`src/rtl/sxe_pkg.sv`:
```
package sxe_pkg;
  parameter int DAT_W     = 8;
  parameter int CNT_W     = 24;
  parameter int OFS_W     = 4;
  parameter int PER_W     = 8;
  parameter int WID_W     = 6;
  parameter int FLOOR_NRM = 18;
  parameter int FLOOR_FST = 6;

  typedef struct packed {
    logic             send;
    logic             fast;
    logic [OFS_W-1:0] ofs;
    logic [PER_W-1:0] period;
    logic [WID_W-1:0] a_w;
    logic [WID_W-1:0] n_w;
  } cfg_t;

  function automatic logic [WID_W-1:0] clamp_w(input logic [WID_W-1:0] w, input logic fast);
    logic [WID_W-1:0] fl;
    fl = fast ? WID_W'(FLOOR_FST) : WID_W'(FLOOR_NRM);
    return (w < fl) ? fl : w;
  endfunction
endpackage

```
`src/rtl/sxe_rst_sync.sv`:
```
module sxe_rst_sync (
  input  logic clk,
  input  logic arst_n,
  output logic rst_n_o
);
  logic s1_q, s2_q;
  always_ff @(posedge clk or negedge arst_n) begin
    if (!arst_n) begin
      s1_q <= 1'b0;
      s2_q <= 1'b0;
    end else begin
      s1_q <= 1'b1;
      s2_q <= s1_q;
    end
  end
  assign rst_n_o = s2_q;
endmodule

```
`src/rtl/sxe_in_sync.sv`:
```
module sxe_in_sync (
  input  logic clk,
  input  logic rst_n,
  input  logic d_i,
  output logic rise_o
);
  logic [2:0] sh_q, sh_d;
  always_comb sh_d = {sh_q[1:0], d_i};
  always_ff @(posedge clk or negedge rst_n) begin
    if (!rst_n) sh_q <= '0;
    else        sh_q <= sh_d;
  end
  assign rise_o = sh_q[1] & ~sh_q[2];
endmodule

```
`src/rtl/sxe_ofs_ctr.sv`:
```
module sxe_ofs_ctr #(
  parameter int W = 5
) (
  input  logic         clk,
  input  logic         rst_n,
  input  logic         inc_i,
  input  logic         dec_i,
  output logic [W-1:0] cnt_o
);
  localparam logic [W-1:0] MAXV = {W{1'b1}};
  logic [W-1:0] cnt_q, cnt_d;
  logic         en;

  always_comb begin
    en    = inc_i ^ dec_i;
    cnt_d = inc_i ? cnt_q + 1'b1 : cnt_q - 1'b1;
  end

  always_ff @(posedge clk or negedge rst_n) begin
    if (!rst_n)  cnt_q <= '0;
    else if (en) cnt_q <= cnt_d;
  end
  assign cnt_o = cnt_q;

  // the window counter never wraps upward
  assert_no_overflow_R6: assert property (@(posedge clk) disable iff (!rst_n)
    (inc_i && !dec_i) |-> (cnt_q != MAXV));
  // a decrement is never requested with nothing outstanding
  assert_no_underflow_R11: assert property (@(posedge clk) disable iff (!rst_n)
    (dec_i && !inc_i) |-> (cnt_q != '0));
endmodule

```
`src/rtl/sxe_pulse_gen.sv`:
```
module sxe_pulse_gen
  import sxe_pkg::*;
(
  input  logic clk,
  input  logic rst_n,
  input  cfg_t cfg_i,
  input  logic fire_i,
  output logic idle_o,
  output logic strb_o
);
  typedef enum logic [2:0] {PG_IDLE, PG_SETUP, PG_HIGH, PG_LOW, PG_GAP} pg_st_t;

  pg_st_t           st_q, st_d;
  logic [WID_W-1:0] cnt_q, cnt_d;
  logic [PER_W-1:0] el_q, el_d;
  logic [WID_W-1:0] eff_a, eff_n;
  logic             per_met;

  always_comb begin
    eff_a   = clamp_w(cfg_i.a_w, cfg_i.fast);
    eff_n   = clamp_w(cfg_i.n_w, cfg_i.fast);
    per_met = ({1'b0, el_q} + 1'b1) >= {1'b0, cfg_i.period};
    st_d    = st_q;
    cnt_d   = cnt_q;
    el_d    = (el_q == '1) ? el_q : el_q + 1'b1;
    case (st_q)
      PG_IDLE: begin
        el_d = '0;
        if (fire_i) st_d = PG_SETUP;
      end
      PG_SETUP: begin
        st_d  = PG_HIGH;
        cnt_d = eff_a - 1'b1;
      end
      PG_HIGH: begin
        if (cnt_q == '0) begin
          st_d  = PG_LOW;
          cnt_d = eff_n - 1'b1;
        end else begin
          cnt_d = cnt_q - 1'b1;
        end
      end
      PG_LOW: begin
        if (cnt_q == '0) st_d = per_met ? PG_IDLE : PG_GAP;
        else             cnt_d = cnt_q - 1'b1;
      end
      PG_GAP: begin
        if (per_met) st_d = PG_IDLE;
      end
      default: st_d = PG_IDLE;
    endcase
  end

  always_ff @(posedge clk or negedge rst_n) begin
    if (!rst_n) begin
      st_q  <= PG_IDLE;
      cnt_q <= '0;
      el_q  <= '0;
    end else begin
      st_q  <= st_d;
      cnt_q <= cnt_d;
      el_q  <= el_d;
    end
  end

  assign idle_o = (st_q == PG_IDLE);
  assign strb_o = (st_q == PG_HIGH);

  // a new strobe is only requested once the previous one and its gap are over
  assert_fire_idle_R5: assert property (@(posedge clk) disable iff (!rst_n)
    fire_i |-> (st_q == PG_IDLE));
  // the strobe rises only after a setup cycle
  assert_setup_first_R3: assert property (@(posedge clk) disable iff (!rst_n)
    $rose(strb_o) |-> $past(st_q) == PG_SETUP);
endmodule

```
`src/rtl/sync_xfer_engine.sv`:
```
module sync_xfer_engine
  import sxe_pkg::*;
(
  input  logic             clk,
  input  logic             rst_n,
  input  logic             cfg_send,
  input  logic             cfg_fast,
  input  logic [OFS_W-1:0] cfg_offset,
  input  logic [PER_W-1:0] cfg_period,
  input  logic [WID_W-1:0] cfg_assert_w,
  input  logic [WID_W-1:0] cfg_negate_w,
  input  logic [CNT_W-1:0] xfer_count,
  input  logic             start,
  input  logic             tx_valid,
  input  logic [DAT_W-1:0] tx_data,
  output logic             tx_pop,
  output logic             rx_push,
  output logic [DAT_W-1:0] rx_data,
  output logic             strb_out,
  output logic [DAT_W-1:0] data_out,
  input  logic             strb_in,
  input  logic [DAT_W-1:0] data_in,
  output logic             busy,
  output logic             done
);
  localparam int OC_W = OFS_W + 1;

  logic            rst_s_n;
  logic            in_rise;
  logic            pg_idle;
  logic [OC_W-1:0] outs;

  cfg_t             cfg_q, cfg_d;
  logic             busy_q, busy_d;
  logic             done_q, done_d;
  logic [CNT_W-1:0] rem_q, rem_d;
  logic [DAT_W-1:0] dout_q, dout_d;
  logic [DAT_W-1:0] rxd_q, rxd_d;
  logic             push_q, push_d;

  logic accept, fire_tx, fire_rx, rx_take, fire, ctr_inc, ctr_dec, finish;

  sxe_rst_sync u_rst (.clk(clk), .arst_n(rst_n), .rst_n_o(rst_s_n));
  sxe_in_sync  u_in  (.clk(clk), .rst_n(rst_s_n), .d_i(strb_in), .rise_o(in_rise));

  always_comb begin
    accept  = start && !busy_q && (xfer_count != '0) && (cfg_offset != '0);
    fire_tx = busy_q && cfg_q.send && (rem_q != '0) && (outs < {1'b0, cfg_q.ofs})
              && tx_valid && pg_idle;
    rx_take = busy_q && !cfg_q.send && (rem_q != '0) && in_rise;
    fire_rx = busy_q && !cfg_q.send && (outs != '0) && pg_idle;
    fire    = fire_tx || fire_rx;
    ctr_inc = fire_tx || rx_take;
    ctr_dec = cfg_q.send ? (busy_q && in_rise && (outs != '0)) : fire_rx;
    finish  = busy_q && (rem_q == '0) && (outs == '0) && pg_idle;
  end

  sxe_ofs_ctr #(.W(OC_W)) u_ofs (
    .clk(clk), .rst_n(rst_s_n), .inc_i(ctr_inc), .dec_i(ctr_dec), .cnt_o(outs)
  );

  sxe_pulse_gen u_pg (
    .clk(clk), .rst_n(rst_s_n), .cfg_i(cfg_q), .fire_i(fire),
    .idle_o(pg_idle), .strb_o(strb_out)
  );

  always_comb begin
    cfg_d  = cfg_q;
    busy_d = busy_q;
    done_d = 1'b0;
    rem_d  = rem_q;
    dout_d = dout_q;
    rxd_d  = rxd_q;
    push_d = 1'b0;
    if (accept) begin
      cfg_d.send   = cfg_send;
      cfg_d.fast   = cfg_fast;
      cfg_d.ofs    = cfg_offset;
      cfg_d.period = cfg_period;
      cfg_d.a_w    = cfg_assert_w;
      cfg_d.n_w    = cfg_negate_w;
      busy_d       = 1'b1;
      rem_d        = xfer_count;
    end else if (finish) begin
      busy_d = 1'b0;
      done_d = 1'b1;
    end
    if (fire_tx) begin
      rem_d  = rem_q - 1'b1;
      dout_d = tx_data;
    end
    if (rx_take) begin
      rem_d  = rem_q - 1'b1;
      rxd_d  = data_in;
      push_d = 1'b1;
    end
  end

  always_ff @(posedge clk or negedge rst_s_n) begin
    if (!rst_s_n) begin
      cfg_q  <= '0;
      busy_q <= 1'b0;
      done_q <= 1'b0;
      rem_q  <= '0;
      dout_q <= '0;
      rxd_q  <= '0;
      push_q <= 1'b0;
    end else begin
      if (accept)              cfg_q  <= cfg_d;
      busy_q <= busy_d;
      done_q <= done_d;
      if (accept || fire_tx || rx_take) rem_q <= rem_d;
      if (fire_tx)             dout_q <= dout_d;
      if (rx_take)             rxd_q  <= rxd_d;
      push_q <= push_d;
    end
  end

  assign tx_pop   = fire_tx;
  assign busy     = busy_q;
  assign done     = done_q;
  assign data_out = dout_q;
  assign rx_data  = rxd_q;
  assign rx_push  = push_q;

  // unanswered strobes stay inside the programmed window
  assert_window_R6: assert property (@(posedge clk) disable iff (!rst_s_n)
    (busy_q && cfg_q.send) |-> (outs <= {1'b0, cfg_q.ofs}));
  // a byte is only taken from a FIFO that offers one
  assert_pop_valid_R7: assert property (@(posedge clk) disable iff (!rst_s_n)
    tx_pop |-> tx_valid);
  // completion is a single-cycle pulse
  assert_done_pulse_R10: assert property (@(posedge clk) disable iff (!rst_s_n)
    done |=> !done);
  // busy only drops with nothing left to move or answer
  assert_clean_end_R10: assert property (@(posedge clk) disable iff (!rst_s_n)
    $fell(busy) |-> (rem_q == '0) && (outs == '0));
  // no start is taken while a transfer runs
  assert_no_restart_R2: assert property (@(posedge clk) disable iff (!rst_s_n)
    (busy_q && !finish) |=> busy_q && $stable(cfg_q));
endmodule

```
`config.mk`:
```
export PLATFORM = sky130hd
export DESIGN_NAME = sync_xfer_engine
export DESIGN_NICKNAME = d
export VERILOG_FILES = /design/src/rtl/sxe_pkg.sv /design/src/rtl/sxe_rst_sync.sv /design/src/rtl/sxe_in_sync.sv /design/src/rtl/sxe_ofs_ctr.sv /design/src/rtl/sxe_pulse_gen.sv /design/src/rtl/sync_xfer_engine.sv
export SDC_FILE = /design/constraint.sdc
export NUM_CORES = 1
export LEC_CHECK = 0
export BUFFER_PORTS_ARGS = -buffer_cell sky130_fd_sc_hd__clkbuf_2
export CAP_MARGIN = 20
export CORE_MARGIN = 2
export CORE_UTILIZATION = 56
export CTS_CLUSTER_SIZE = 16
export DETAILED_ROUTE_END_ITERATION = 7
export GPL_ROUTABILITY_DRIVEN = 0
export PLACE_DENSITY = 0.89
export REMOVE_ABC_BUFFERS = 1
export SETUP_SLACK_MARGIN = 0.4
export SLEW_MARGIN = 15
export SYNTH_ARGS = -nofsm -noshare
export SYNTH_HDL_FRONTEND = slang
export SYNTH_SLANG_ARGS = --single-unit
```
`constraint.sdc`:
```
create_clock -name clk -period 3.39 [get_ports clk]
set_clock_uncertainty 0.2 [all_clocks]
set_input_delay 0.1695 -clock clk [delete_from_list [all_inputs] [get_ports clk]]
set_output_delay 0.1695 -clock clk [all_outputs]
set_load 0.005 [all_outputs]
```
Word level (Yosys, flattened, before mapping)
Index checks and enable logic that the tools add are counted.
- output and inout port bits: 21
- flip-flop bits (word level): 96
- logic and storage cells: 107
- muxes and demuxes: 24
- reductions and logical operators: 38
- $add $sub $neg: 8
- eq/ne operators: 11
- magnitude comparators: 4
- bitwise gates (word level): 3
- operators by type and width (cell ; number):
    $mux 24 ; 3
    $reduce_bool 24->1 ; 2
    $logic_not 24->1 ; 1
    $mux 6 ; 4
    $sub 24x1->24 const B ; 1
    $logic_and 1x1->1 ; 18
    $pmux 6 s3 ; 1
    $sub 6x1->6 const B ; 3
    $mux 8 ; 2
    $mux 3 ; 5
    $pmux 3 s5 ; 1
    $mux 5 ; 2
    $add 8x1->9 const B ; 1
    $ge 9x8->1 ; 1
    $add 8x1->8 const B ; 1
    $eq 8x8->1 const B ; 1
    $ne 2x1->1 const B ; 4
    $eq 3x2->1 const B ; 2
    $logic_not 6->1 ; 1
    $lt 6x5->1 ; 1
    $lt 6x6->1 ; 1
    $mux 1 ; 6
    $reduce_bool 3->1 ; 2
    $add 5x1->5 const B ; 1
    17 further kinds ; 23

Longest topological paths before layout
- depth after elaboration: 8
- depth in mapped cells: 14
- gate-level depth less buffers: 12

Cells and area by module
Synthesis repeated with hierarchy kept, for this count alone.
- cell total of the unflattened synthesis: 543
- area total of the unflattened synthesis: 5325.1 um^2
- by module, submodules not included (module ; area an instance (um^2) ; sequential area each (um^2) ; instances ; cells each):
    sync_xfer_engine ; 3309.4 ; 1726.7 ; 1 ; 330
    sxe_pulse_gen ; 1555.2 ; 425.4 ; 1 ; 180
    sxe_ofs_ctr ; 317.8 ; 125.1 ; 1 ; 26
    sxe_in_sync ; 88.8 ; 75.1 ; 1 ; 4
    sxe_rst_sync ; 53.8 ; 50.0 ; 1 ; 3

Worst setup path after synthesis
OpenSTA, ideal clock, no wires.
- path kind: register to register
- from: reg u_pg.st_q[1]
- to: reg u_ofs.cnt_q[4] (netlist: u_ofs.cnt_o[4])
- buffers on the path: 3
- stages on the path, launching flop included: 14
- library setup time: 0.123 ns
- path slack: -0.035 ns
- arrival time: 3.103 ns
- path through: dfrtp_1 -> buf_6 -> or4b_4 -> or4_4 -> a22o_4 -> nor2_8 -> inv_2 -> buf_6 -> buf_8 -> ha_1 -> o31a_1 -> nor3_1 -> a2bb2oi_2 -> xnor2_1
- word-level cells in the longest chain between the ends: 4
- ends and longest elaborated chain (item ; RTL line ; RTL):
    start: declaration ; sxe_pulse_gen.sv:13 ; pg_st_t st_q, st_d;
    start signal: assignment ; sxe_pulse_gen.sv:60 ; st_q <= st_d;
    $logic_not 3->1 (*) ; sxe_pulse_gen.sv:66 ; assign idle_o = (st_q == PG_IDLE);
    $logic_and 1x1->1, on equally long branches ; sync_xfer_engine.sv:51, sync_xfer_engine.sv:49 ;
    $mux 1 / $logic_or 1x1->1 (equally long branches) ; sync_xfer_engine.sv:54, sync_xfer_engine.sv:53 ;
    $xor 1x1->1 / $mux 5 (equally long branches) ; sxe_ofs_ctr.sv:15, sxe_ofs_ctr.sv:16 ;
    end signal: assignment ; sxe_ofs_ctr.sv:21 ; else if (en) cnt_q <= cnt_d;
    end: declaration ; sxe_ofs_ctr.sv:11 ; logic [W-1:0] cnt_q, cnt_d;
Mark *: on every way between the ends. The rest lies on a longest branch, timed or not.
A chain may end at the register's enable or synchronous reset.

Final worst setup path
Ends and elaborated chain as after synthesis.

==> impl_metrics.yaml <==
grt:
  antenna_found_initial: 2
  grt_max_degree: 42
  busiest_layer: "met2"
  track_usage: 0.295
  grt_use_met1: 0.348
  grt_remaining_overflow: 0
  grt_pass1_wl_um: 23200
  grt_pass1_vias: 4934
  gr-usage-met3: 0.0557
  use_met2: 0.523
sta:
  hold-worst-slack_ns: 0.106
  fmax_ghz: 0.326
  tightest_slew_ns: 0.828
  period_share: 0.906
  drv_slew: 0
  period_needed_ns: 3.07
  worst_slack_ns: 0.319
  finalSetupViolCount: 0
  finalHoldViolCount: 0
  setup_tns_ns: 0
  rsz0062_at_grt: "yes"
  slew_headroom: 0.444
critical_path:
  critPathLaunchType: "register"
  reg2reg_from: "u_pg.st_q[1]$_DFFE_PN0P_"
  worstSetupPathType: "reg2reg"
  crit_path_start: "u_pg.st_q[1]$_DFFE_PN0P_"
  r2r_slack_ns: 0.32
  r2r_cells: 10
  critPathCaptureType: "register"
  r2r-end: "u_ofs.cnt_o[4]$_DFFE_PN0P_"
  cp_max_fo: 5
  crit_arrival_ns: 3.14
  required_ns: 3.46
detailed_routing:
  viasPerCell: 5.99
  drtIter0Drc: 249
  via_count: 5033
  drc: 0
  postRouteAntennaNets: 0
  wl_um: 15200
  post_drt_wl_per_cell_um: 18.1
  drt_first_pass_iters: 4
place:
  port_buffers: 91
  placed_cells: 730
  dp_slack_ns: 0.117
  place_area_um2: 5820
  dpl.hpwl_um: 8920
yosys:
  synth-edff-count: 0
  ys_warn_count: 0
  synth-main-ff-cell: "dfrtp_1"
  syn_inst: 532
  async_flop_share: 1.00
  syn_area_um2: 5200
  ys_ff_latch: 96
  synth-seq-area-share: 0.462
  synth.distinct_cells: 70
  syn_avg_cell_area_um2: 9.78
power:
  worst_ir_drop_vdd_mv: 0.427
  power-per-cell-area_nw_per_um2: 746
  p_leak_nw: 3.28
clock_network:
  numCtsBuffers: 9
  clock_path_buffers: 2
  cts.clk_slew.worst_paths_ns: 0.10
  clock-sinks: 96
  h-tree-depth: 3
  cts_root_buf: "clkbuf_8"
  clk_latency_ns: 0.38
  cts_tree: "built"
layout:
  fill_cells: 560
  final_net_count: 815
  fin_cells: 840
  design_area_um2: 6990
  drive_gt1_frac: 0.278
  area_delta_synth_final_pct: 34.3
die:
  top_level_ports: 92
  dieArea_um2: 10100
  fp.dieH_um: 100
  rows: 35
  die_x_um: 100
  core-area_um2: 9110
  initial_utilization: 0.571
hold_path:
  holdCritPathClass: "reg2async"
status:
  status: "finished, final reports clean"
job:
  cap_viol_max_count: 0
-- placed cells by master, fill, tap and decap left out, types with 9 or more instances in the layout --
cell type | Yosys | routed
dfrtp_1 | 96 | 93
clkbuf_2 | 0 | 91
nand2_1 | 89 | 89
dlygate4sd3_1 | 0 | 69
buf_4 | 0 | 34
nor2_1 | 29 | 29
o21ai_0 | 28 | 28
inv_1 | 29 | 28
ha_1 | 22 | 19
mux2_2 | 17 | 17
a21oi_1 | 15 | 15
nand3_1 | 16 | 15
nor4_1 | 12 | 12
nor3_1 | 13 | 12
o211ai_1 | 10 | 10
xor2_1 | 10 | 9
xnor2_1 | 10 | 9
or3_1 | 12 | 9
clkbuf_8 | 0 | 9
-- synth_stat cells (all sizes together), types with 4 or more instances --
| cell type | instances | area, um^2 |
|---|---|---|
| a31oi | 5 | 31.3 |
| nand3 | 16 | 80.1 |
| nand2 | 90 | 340 |
| o21a | 5 | 37.5 |
| clkbuf | 10 | 37.5 |
| xor2 | 10 | 87.6 |
| nand4 | 5 | 31.3 |
| nor2b | 5 | 31.3 |
| mux2i | 5 | 50.1 |
| a221o | 5 | 50.1 |
| ha | 22 | 275 |
| nor2 | 30 | 129 |
| mux2 | 17 | 191 |
| nor4 | 12 | 75.1 |
| o211ai | 11 | 87.6 |
| a211o | 5 | 43.8 |
| or2 | 4 | 25.0 |
| xnor2 | 10 | 87.6 |
| dfrtp | 96 | 2400 |
| nor3 | 14 | 81.3 |
| a21oi | 15 | 75.1 |
| or4 | 8 | 63.8 |
| buf | 7 | 53.8 |
| or3 | 13 | 86.3 |
| inv | 30 | 113 |
| o311ai | 9 | 86.3 |
| o21ai | 31 | 159 |
-- kinds of logic after synthesis --
family	share of synthesized area
xor gates and xnor gates	0.0337
and+or+nand+nor	0.202
adders and majority gates	0.0529
muxes	0.0507
other	0.000721
buffers and inverters	0.0392
DFF	0.462
AOI/OAI and AO/OA	0.159
-- power breakdown --
part | switching (mW) | internal [mW]
logic | 1.28 | 1.20
registers | 0.425 | 1.58
clock network | 0.444 | 0.278
-- layer usage --
metal  wire, um  up-vias  part of all wire
li1           -     2315                 -
met1       6130     2443              0.40
met2       7730      228              0.51
met3        797       47             0.052
met4        529        0             0.035
met5          0        -                 0
-- worst max-delay path by stage --
stage,to,slack [ns],depth (start not counted)
finish,u_ofs.cnt_o[4]$_DFFE_PN0P_,0.32,10
global route,u_ofs.cnt_o[4]$_DFFE_PN0P_,0.22,10
CTS,u_ofs.cnt_o[4]$_DFFE_PN0P_,0.39,10
detailed placement,u_ofs.cnt_o[4]$_DFFE_PN0P_,0.12,10
global placement,u_ofs.cnt_o[4]$_DFFE_PN0P_,0.20,10
floorplan,u_ofs.cnt_o[4]$_DFFE_PN0P_,0.11,10
-- flip-flops by register name, indices dropped and copies added (netlist names) --
signal	count
u_pg.st_q	3
cfg_q	26
done	1
rx_data	8
u_in.sh_q	3
data_out	8
u_ofs.cnt_o	5
rem_q	24
u_pg.el_q	8
u_pg.cnt_q	6
rx_push	1
busy	1
u_rst.rst_n_o	1
u_rst.s1_q	1
-- final cells by class --
type                       instances  area (um^2)  area share
antenna                            2         5.00    0.000716
clock inverter                     6         51.3     0.00734
timing repair buffer             196         1430       0.205
clock buffer                      10          128      0.0183
multi-input combinational        389         2710       0.388
tap                              111          139      0.0199
sequential                        96         2410       0.345
inverter                          30          113      0.0161
-- per-stage QoR --
stage,power (mW),util
6_report,5.21,0.767
5_1_grt,5.58,0.767
4_1_cts,4.90,0.748
3_5_place_dp,4.04,0.639
3_3_place_gp,3.88,0.639
2_1_floorplan,3.40,-
-- critical path, stage by stage (launching register included) --
cell and delay [ns]:
dfrtp_1 0.39, or4b_4 0.54, or4_4 0.46, a22o_4 0.29, nor2_8 0.14, xnor2_2 0.09
ha_2 0.21, o31a_1 0.25, nor3_2 0.19, a2bb2oi_2 0.08, xnor2_1 0.13
-- repair_timing --
action / CTS / global route
resized for setup: 12 / 13
endpoints found under the hold margin: 69 / 0
setup buffers: 8 / 15
pin swaps: 6 / 8
hold buffers: 69 / 0
setup endpoints to repair: 21 / 18
(Power assumes the default switching activity.)
